--- src/rtl/adc_fe_pkg.sv ---
package adc_fe_pkg;
    typedef enum logic {RD_OPEN, RD_LOCKED} lock_state_t;
    typedef enum logic {CV_IDLE, CV_BUSY} conv_state_t;

    localparam logic [1:0] ADDR_LO  = 2'd0;
    localparam logic [1:0] ADDR_HI  = 2'd1;
    localparam logic [1:0] ADDR_CFG = 2'd2;
    localparam logic [1:0] ADDR_CTL = 2'd3;
endpackage

--- src/rtl/adc_result_hold.sv ---
module adc_result_hold
    import adc_fe_pkg::*;
#(
    parameter int RES_W  = 10,
    parameter int BYTE_W = 8
) (
    input  logic              clk,
    input  logic              rst_n,
    input  logic              rd_lo,
    input  logic              rd_hi,
    input  logic              conv_done,
    input  logic [RES_W-1:0]  conv_result,
    input  logic              left_adj,
    output logic [BYTE_W-1:0] data_lo,
    output logic [BYTE_W-1:0] data_hi
);
    localparam int HI_BITS = RES_W - BYTE_W;

    lock_state_t      state_q, state_d;
    logic [RES_W-1:0] raw_q;

    always_comb begin
        state_d = state_q;
        unique case (state_q)
            RD_OPEN:   if (rd_lo) state_d = RD_LOCKED;
            RD_LOCKED: if (rd_hi) state_d = RD_OPEN;
            default:   state_d = RD_OPEN;
        endcase
    end

    always_ff @(posedge clk or negedge rst_n) begin
        if (!rst_n) begin
            state_q <= RD_OPEN;
            raw_q   <= '0;
        end else begin
            state_q <= state_d;
            if (conv_done && state_d == RD_OPEN)
                raw_q <= conv_result;
        end
    end

    always_comb begin
        if (left_adj) begin
            data_hi = raw_q[RES_W-1 -: BYTE_W];
            data_lo = BYTE_W'(raw_q[HI_BITS-1:0]) << (BYTE_W - HI_BITS);
        end else begin
            data_hi = BYTE_W'(raw_q[RES_W-1:BYTE_W]);
            data_lo = raw_q[BYTE_W-1:0];
        end
    end


    lock_hold_chk: assert property (@(posedge clk) disable iff (!rst_n)
        ((state_q == RD_LOCKED && !rd_hi) || rd_lo) |=> $stable(raw_q));


    open_update_chk: assert property (@(posedge clk) disable iff (!rst_n)
        (state_q == RD_OPEN && !rd_lo && conv_done) |=> (raw_q == $past(conv_result)));
endmodule

--- src/rtl/adc_trig_sel.sv ---
module adc_trig_sel #(
    parameter int SEL_W = 3,
    parameter int N_SRC = 4
) (
    input  logic             clk,
    input  logic             rst_n,
    input  logic [SEL_W-1:0] sel,
    input  logic [N_SRC-1:0] flags,
    output logic             edge_o
);
    logic mux_val, prev_q;

    // Select 0 and every code above N_SRC feed a constant low.
    always_comb begin
        mux_val = 1'b0;
        for (int i = 0; i < N_SRC; i++)
            if (sel == SEL_W'(i + 1)) mux_val = flags[i];
    end

    always_ff @(posedge clk or negedge rst_n) begin
        if (!rst_n) prev_q <= 1'b0;
        else        prev_q <= mux_val;
    end

    assign edge_o = mux_val & ~prev_q;
endmodule

--- src/rtl/adc_conv_ctl.sv ---
module adc_conv_ctl
    import adc_fe_pkg::*;
(
    input  logic clk,
    input  logic rst_n,
    input  logic req,
    input  logic conv_done,
    output logic conv_start
);
    conv_state_t state_q, state_d;
    logic        issue;

    assign issue = req && (state_q == CV_IDLE || conv_done);

    always_comb begin
        state_d = state_q;
        unique case (state_q)
            CV_IDLE: if (issue) state_d = CV_BUSY;
            CV_BUSY: if (issue) state_d = CV_BUSY;
                     else if (conv_done) state_d = CV_IDLE;
            default: state_d = CV_IDLE;
        endcase
    end

    always_ff @(posedge clk or negedge rst_n) begin
        if (!rst_n) state_q <= CV_IDLE;
        else        state_q <= state_d;
    end

    always_ff @(posedge clk or negedge rst_n) begin
        if (!rst_n) conv_start <= 1'b0;
        else        conv_start <= issue;
    end


    busy_drop_chk: assert property (@(posedge clk) disable iff (!rst_n)
        (state_q == CV_BUSY && !conv_done) |=> !conv_start);


    start_pulse_chk: assert property (@(posedge clk) disable iff (!rst_n)
        (conv_start && !conv_done) |=> !conv_start);
endmodule

--- src/rtl/adc_result_trigger.sv ---
module adc_result_trigger
    import adc_fe_pkg::*;
#(
    parameter int RES_W = 10,
    parameter int N_SRC = 4
) (
    input  logic             clk,
    input  logic             rst_n,
    input  logic             bus_wr,
    input  logic             bus_rd,
    input  logic [1:0]       bus_addr,
    input  logic [7:0]       bus_wdata,
    output logic [7:0]       bus_rdata,
    input  logic             conv_done,
    input  logic [RES_W-1:0] conv_result,
    input  logic [N_SRC-1:0] trig_flags,
    output logic             conv_start
);
    localparam int SEL_W = 3;

    logic [5:0]       cfg_q;
    logic             en_q, auto_q;
    logic [SEL_W-1:0] sel;
    logic             left_adj, trig_edge, sw_go, hw_go;
    logic [7:0]       data_lo, data_hi;
    logic             unused_wbits;

    assign unused_wbits = ^{bus_wdata[7:6]};
    assign sel      = cfg_q[SEL_W-1:0];
    assign left_adj = cfg_q[4];

    always_ff @(posedge clk or negedge rst_n) begin
        if (!rst_n) begin
            cfg_q  <= '0;
            en_q   <= 1'b0;
            auto_q <= 1'b0;
        end else if (bus_wr) begin
            if (bus_addr == ADDR_CFG) cfg_q <= bus_wdata[5:0];
            if (bus_addr == ADDR_CTL) begin
                en_q   <= bus_wdata[0];
                auto_q <= bus_wdata[1];
            end
        end
    end

    assign sw_go = bus_wr && bus_addr == ADDR_CTL && bus_wdata[0] && bus_wdata[2];
    assign hw_go = en_q && auto_q && ((sel == '0) ? conv_done : trig_edge);

    adc_result_hold #(.RES_W(RES_W), .BYTE_W(8)) u_hold (
        .clk(clk), .rst_n(rst_n),
        .rd_lo(bus_rd && bus_addr == ADDR_LO),
        .rd_hi(bus_rd && bus_addr == ADDR_HI),
        .conv_done(conv_done), .conv_result(conv_result),
        .left_adj(left_adj), .data_lo(data_lo), .data_hi(data_hi)
    );

    adc_trig_sel #(.SEL_W(SEL_W), .N_SRC(N_SRC)) u_trig (
        .clk(clk), .rst_n(rst_n), .sel(sel), .flags(trig_flags), .edge_o(trig_edge)
    );

    adc_conv_ctl u_ctl (
        .clk(clk), .rst_n(rst_n), .req(sw_go || hw_go),
        .conv_done(conv_done), .conv_start(conv_start)
    );

    always_comb begin
        unique case (bus_addr)
            ADDR_LO:  bus_rdata = data_lo;
            ADDR_HI:  bus_rdata = data_hi;
            ADDR_CFG: bus_rdata = {2'b00, cfg_q};
            default:  bus_rdata = {6'b0, auto_q, en_q};
        endcase
    end


    free_run_chk: assert property (@(posedge clk) disable iff (!rst_n)
        (en_q && auto_q && sel == '0 && conv_done) |=> conv_start);


    free_switch_chk: assert property (@(posedge clk) disable iff (!rst_n)
        (sel == '0 && !conv_done && !sw_go) |=> !conv_start);


    auto_off_chk: assert property (@(posedge clk) disable iff (!rst_n)
        (!auto_q && !sw_go) |=> !conv_start);
endmodule

--- config.mk ---
export PLATFORM = sky130hd
export DESIGN_NAME = adc_result_trigger
export DESIGN_NICKNAME = d
export VERILOG_FILES = /design/src/rtl/adc_fe_pkg.sv /design/src/rtl/adc_result_hold.sv /design/src/rtl/adc_trig_sel.sv /design/src/rtl/adc_conv_ctl.sv /design/src/rtl/adc_result_trigger.sv
export SDC_FILE = /design/constraint.sdc
export NUM_CORES = 1
export LEC_CHECK = 0
export CORE_MARGIN = 2
export CORE_UTILIZATION = 46
export CTS_BUF_LIST = sky130_fd_sc_hd__clkbuf_4 sky130_fd_sc_hd__clkbuf_8 sky130_fd_sc_hd__clkbuf_16
export CTS_CLUSTER_DIAMETER = 40
export DETAILED_ROUTE_END_ITERATION = 7
export HOLD_SLACK_MARGIN = 0.03
export PLACE_DENSITY = 0.78
export SYNTH_ARGS = -nofsm -noshare
export SYNTH_HDL_FRONTEND = slang
export SYNTH_HIERARCHICAL = 1
export SYNTH_SLANG_ARGS = --single-unit
--- constraint.sdc ---
create_clock -name clk -period 1.8 [get_ports clk]
set_input_delay 0.18 -clock clk [delete_from_list [all_inputs] [get_ports clk]]
set_output_delay 0.18 -clock clk [all_outputs]
set_load 0.02 [all_outputs]
Word level (Yosys, flattened, before mapping)
Cells that the tools add are included.

storage, ports and cells
  bits in registers = 22
  latch bits = 0
  bits in writable memories = 0
  bits in read-only memories = 0
  input port bits = 29
  output and inout bits = 9
  logic and storage cells = 50
  memories kept = 0

cells by class
  add/sub/neg operators = 0
  multipliers = 0
  div/mod/pow operators = 0
  $lt $le $gt $ge = 0
  equality and inequality tests = 7
  shifts and indexed selects = 0
  muxes and demuxes = 15
  bitwise logic cells = 5
  reduce and logical (&&, ||, !) cells = 15

operators with widths
  cell                  number
  $pmux W8 S3           1
  $mux W8               2
  $mux W1               10
  $logic_and A1 B1 Y1   9
  $eq A3 B2 Y1 const B  2
  $eq A2 B2 Y1 const B  2
  $not A1 Y1            4
  $pmux W1 S2           2
  $reduce_and A2 Y1     2
  $eq A3 B1 Y1 const B  1
  $eq A3 B3 Y1 const B  1
  $logic_not A3 Y1      1
  $eq A2 B1 Y1 const B  1
  $logic_not A2 Y1      1
  $logic_or A1 B1 Y1    2
  $and A1 B1 Y1         1

Logic depth before layout (Yosys ltp)
Gate-level depths: netlist of run 1.

  word-level depth = 12
  gate-level depth with buffers = 6
  depth with buffers taken out = 6

Hierarchy
Netlist of run 1, hierarchy kept.

by module, submodules not included
  module              instances  cells each  area each (µm²)  sequential area each (µm²)
  adc_result_trigger  1          46          568.0            200.2
  adc_result_hold     1          43          553.0            275.3
  adc_trig_sel        1          11          82.6             25.0
  adc_conv_ctl        1          5           68.8             50.0

Least setup slack after synthesis of run 1
Ideal clock, no wire load.

  path kind = register to output
  start = reg cfg_q[4]
  end = out bus_rdata[0]
  data arrival time = 1440 ps
  data required time = 1620 ps
  path slack = 180 ps
  stages on the path, launching flop included = 4
  buffers on the path = 1
  cell sequence = dfrtp_1 clkbuf_2 mux2_2 mux4_1

between the ends
  word-level cells in the longest chain between the ends = 2

ends and longest elaborated chain
  what                      RTL line                  source
  start: declaration        adc_result_trigger.sv:21  logic [5:0] cfg_q;
  start signal: assignment  adc_result_trigger.sv:38  if (bus_addr == ADDR_CFG) cfg_q <= bus_wdata[5:0];
  $mux W8                   adc_result_hold.sv:43     if (left_adj) begin
  named net data_hi[0]      adc_result_trigger.sv:25  logic [7:0] data_lo, data_hi;
  $pmux W8 S3               adc_result_trigger.sv:67  unique case (bus_addr)
  end: declaration          adc_result_trigger.sv:13  output logic [7:0] bus_rdata,

The timed path passes the listed nets, and every way through them passes these cells.

Worst setup path after layout of run 1
  start = reg cfg_q[4]
  end = out bus_rdata[1]

The elaborated chain is that of the path after synthesis.

==> results.yml, run 1 <==
power_and_ir_drop:
  p_comb_share_pct: 44.4
  pwr-share-seq_pct: 42.6
  max-vdd-ir-drop_v: 0.000661
  switching_share_pct: 30.8
  power_switching_mw: 0.508
  power.density_nw_per_um2: 916
  cellLeakagePower_nw: 0.808
  internal_power_mw: 1.14
  clock_power_share_pct: 13.0
placement:
  placement.io_buffers: 35
  placed_cells_incl_taps: 180
  dpl_cell_area_um2: 1750
  globalplace.congestion: 0.751
  dpl.hpwl_um: 2070
route:
  drc: 0
  drtAntennaViolNets: 0
  postRouteWirelength_um: 2780
  wire_per_inst_um: 14.9
  detail_route.iter0.violations: 31
  first_pass_iteration_count_of_the_detailed_router: 4
  detailroute.via_count: 956
  viasPerCell: 5.14
worst_setup_path:
  crit_path_max_fanout: 3
  timing.critical_path.required_ps: 1620
  crit_path_cell_trace: "mux2_4 -> mux4_2 -> buf_6"
  worst_r2r_endpoint: "u_ctl/state_q"
  crit_buf_inv: 1
  critPathLaunchType: "flop"
  r2r_setup_slack_ps: 290
  critPathCapture: "bus_rdata[1]"
  critPathMaxStageDelay_ps: 460
  critical_path_depth: 3
  timing.critical_path.to_type: "output port"
  cp.arrival_ps: 1670
  worst-setup-path-type: "reg -> out"
  critPathLaunch: "cfg_q[4]"
  reg2regPathDepth: 7
  crit_slowest_cell: "dfrtp_2"
  timing.critical_path.max_delay_family: "multiplexers"
  critical_path.reg2reg.startpoint: "cfg_q[1]"
timing:
  relSlewSlack_pct: 81.4
  tightest_slew_ps: 279
  final_max_slew_viol_count: 0
  min_period_over_period_pct: 103
  finalClockSkew_ps: 2.96
  timing.hold.ws_ps: 214
  hold_viol_final: 0
  maxClockFrequency_mhz: 540
  timing.final.crit_period_ps: 1850
  rsz0062_at_grt: "yes"
  final_critical_path_setup_slack_ps: -53.5
  timing.final.setup_violations: 3
yosys:
  postSynthNetCount: 134
  synth_area_leader_cell: "dfrtp_1"
  count_of_distinct_cell_types_in_the_synthesized_netlist: 28
  synth-edff-count: 0
  yosys_register_bits: 22
  async_flop_share_pct: 100
  ys_top_cells_by_area: "dfrtp_1 (43%), mux2_2 (18%), mux2i_1 (5.5%)"
  synth_ff_type: "dfrtp_1"
  synth_area_per_cell_um2: 12.1
  synth_largest_type_area_fraction_pct: 43.3
  postSynthCellCount: 105
  synth.yosys.seq_area_share_pct: 43.3
  post_synth_instance_area_um2: 1270
  synthesis.yosys.warnings: 6
clock_tree:
  cts_inserted_buffers: 3
  clockRootBuffer: "clkbuf_4"
  clock_tree_from_tritoncts: "done"
  clock_latency_ps: 300
  post_cts_hold_buffer_count: 0
  cts_max_path_buffers: 2
  clk_transition_reported_paths_ps: 110
  h-tree-depth: 1
  cts_sinks: 22
run_status:
  violations: "negative setup slack"
  status: "finished with violations"
floorplanning:
  die_h_um: 56.6
  die_area_um2: 3200
  start_util_pct: 47.4
  die_width_um: 56.6
  placement_rows: 19
  io_pins: 38
  core-area_um2: 2690
final_layout:
  fill_cells: 214
  post_route_cells_drive_above_1_share_pct: 39.4
  area_growth_pct: 41.5
  nets: 186
  antenna_cells_inserted: 0
  fin_cells: 186
  utilization_pct: 67.0
  final_design_area_no_fill_um2: 1800
global_route:
  wire_length_of_the_first_global_routing_pass_um: 4720
  first_global_vias: 1030
  largest_net_degree_at_the_start_of_global_routing: 23
  globalRoute.totalOverflow: 0
  grt_usage_pct: 19.3
  number_of_antenna_violations_at_the_first_check_in_global_routing: 0
worst_hold_path:
  worst_hold_path_type: "in -> async"
job:
  max_cap_violations: 0
-- how the worst min path moves through the flow --
stage                  startpoint                to  slack, ps  cells after the start
finish                      rst_n     u_ctl/state_q        210                      2
global route                rst_n     u_ctl/state_q        210                      2
CTS                         rst_n  u_ctl/conv_start        210                      2
detailed placement  u_ctl/state_q     u_ctl/state_q        480                      2
global placement    u_ctl/state_q     u_ctl/state_q        460                      2
floorplan                   rst_n            auto_q       -120                      0
-- power groups by stage --
stage	registers [mW]	clock network [mW]	logic (mW)
2_1_floorplan	0.685	0	0.395
3_3_place_gp	0.702	0	0.664
3_5_place_dp	0.708	0	0.682
4_1_cts	0.702	0.229	0.703
5_1_grt	0.721	0.254	0.790
6_report	0.703	0.214	0.732
-- state kept, by name, indices dropped and copies added (netlist names) --
name              count
auto_q                1
cfg_q                 6
en_q                  1
u_ctl/conv_start      1
u_ctl/state_q         1
u_hold/raw_q         10
u_hold/state_q        1
u_trig/prev_q         1
-- cell families after synthesis --
group	synth area share, %
AND/OR/NAND/NOR	17.0
multiplexers	29.7
flip-flops	43.3
AO/OA/AOI/OAI	6.98
buffers and inverters	3.05
-- worst register-to-register path, delay by kind of cell, from the launching register on --
family | cells | cell delay (ps)
buf+inv | 1 | 160
simple gates | 1 | 150
mux | 1 | 140
compound gates | 4 | 570
flops | 1 | 400
-- stage by stage --
step                      setup WS [ps]  TNS (ps)  power, mW
after detailed placement           -258     -3830       1.39
after floorplan                     180         0       1.08
after CTS                         -83.6      -213       1.63
final                             -53.5      -116       1.65
after global placement             -253     -3100       1.37
after global routing               -119      -458       1.76
-- cells in the mapped netlist (2+ instances only) --
| cell type | n |
|---|---|
| nor2b_1 | 7 |
| inv_1 | 2 |
| dfrtp_1 | 22 |
| mux2_2 | 20 |
| nand2_1 | 8 |
| mux4_1 | 2 |
| mux2_4 | 2 |
| mux2i_1 | 7 |
| nand2b_1 | 3 |
| and2_1 | 7 |
| o21ai_0 | 5 |
| nor2_1 | 3 |
| buf_6 | 2 |
-- cell usage in the layout, fill, tap and decap left out, types with 2 or more instances in the layout --
| cell type | netlist | routed |
|---|---|---|
| and2_1 | 7 | 6 |
| buf_12 | 0 | 2 |
| buf_2 | 0 | 4 |
| buf_4 | 0 | 13 |
| buf_6 | 2 | 5 |
| clkbuf_4 | 0 | 3 |
| clkdlybuf4s50_1 | 0 | 27 |
| dfrtp_1 | 22 | 21 |
| inv_1 | 2 | 2 |
| mux2_2 | 20 | 17 |
| mux2_4 | 2 | 5 |
| mux2i_1 | 7 | 6 |
| mux4_2 | 0 | 2 |
| nand2_1 | 8 | 8 |
| nand2b_1 | 3 | 3 |
| nor2_1 | 3 | 3 |
| nor2b_1 | 7 | 6 |
| o21ai_1 | 1 | 5 |
-- cell type report --
class                   instances  area [um^2]  share of cell area (%)
repair buffers                 51          484                    26.9
multi-input cells              77          696                    38.6
clock buffers                   3         22.5                    1.25
flip-flops and latches         22          552                    30.6
inverters                       2         7.51                   0.417
well taps                      31         38.8                    2.15
-- layer usage --
layer	vias to the layer above	routed length, um	global-route usage (%)	part of all wire (%)
met1	454	1110	22.9	40
met2	28	1490	34.2	54
li1	470	-	-	-
met4	0	33	8.84	1.2
met5	-	0	0	0
met3	4	139	2.53	5.0
-- what timing repair did --
item                                    4_1_cts  5_1_grt
endpoints found under the hold margin         0        0
cloned                                        1        0
resized for setup                            48       11
endpoints found under the setup margin        8        8
setup buffers                                 1        1
Note: power is estimated with default switching activity, not from simulation.
==> run 2: changes to the inputs <==
--- a/config.mk
+++ b/config.mk
@@ -12,6 +12,7 @@
 export DETAILED_ROUTE_END_ITERATION = 7
 export HOLD_SLACK_MARGIN = 0.03
 export PLACE_DENSITY = 0.78
+export SLEW_MARGIN = 20
 export SYNTH_ARGS = -nofsm -noshare
 export SYNTH_HDL_FRONTEND = slang
 export SYNTH_HIERARCHICAL = 1
==> results of run 2 <==
No change in the layout: final DEF, timing and power equal those of run 1.
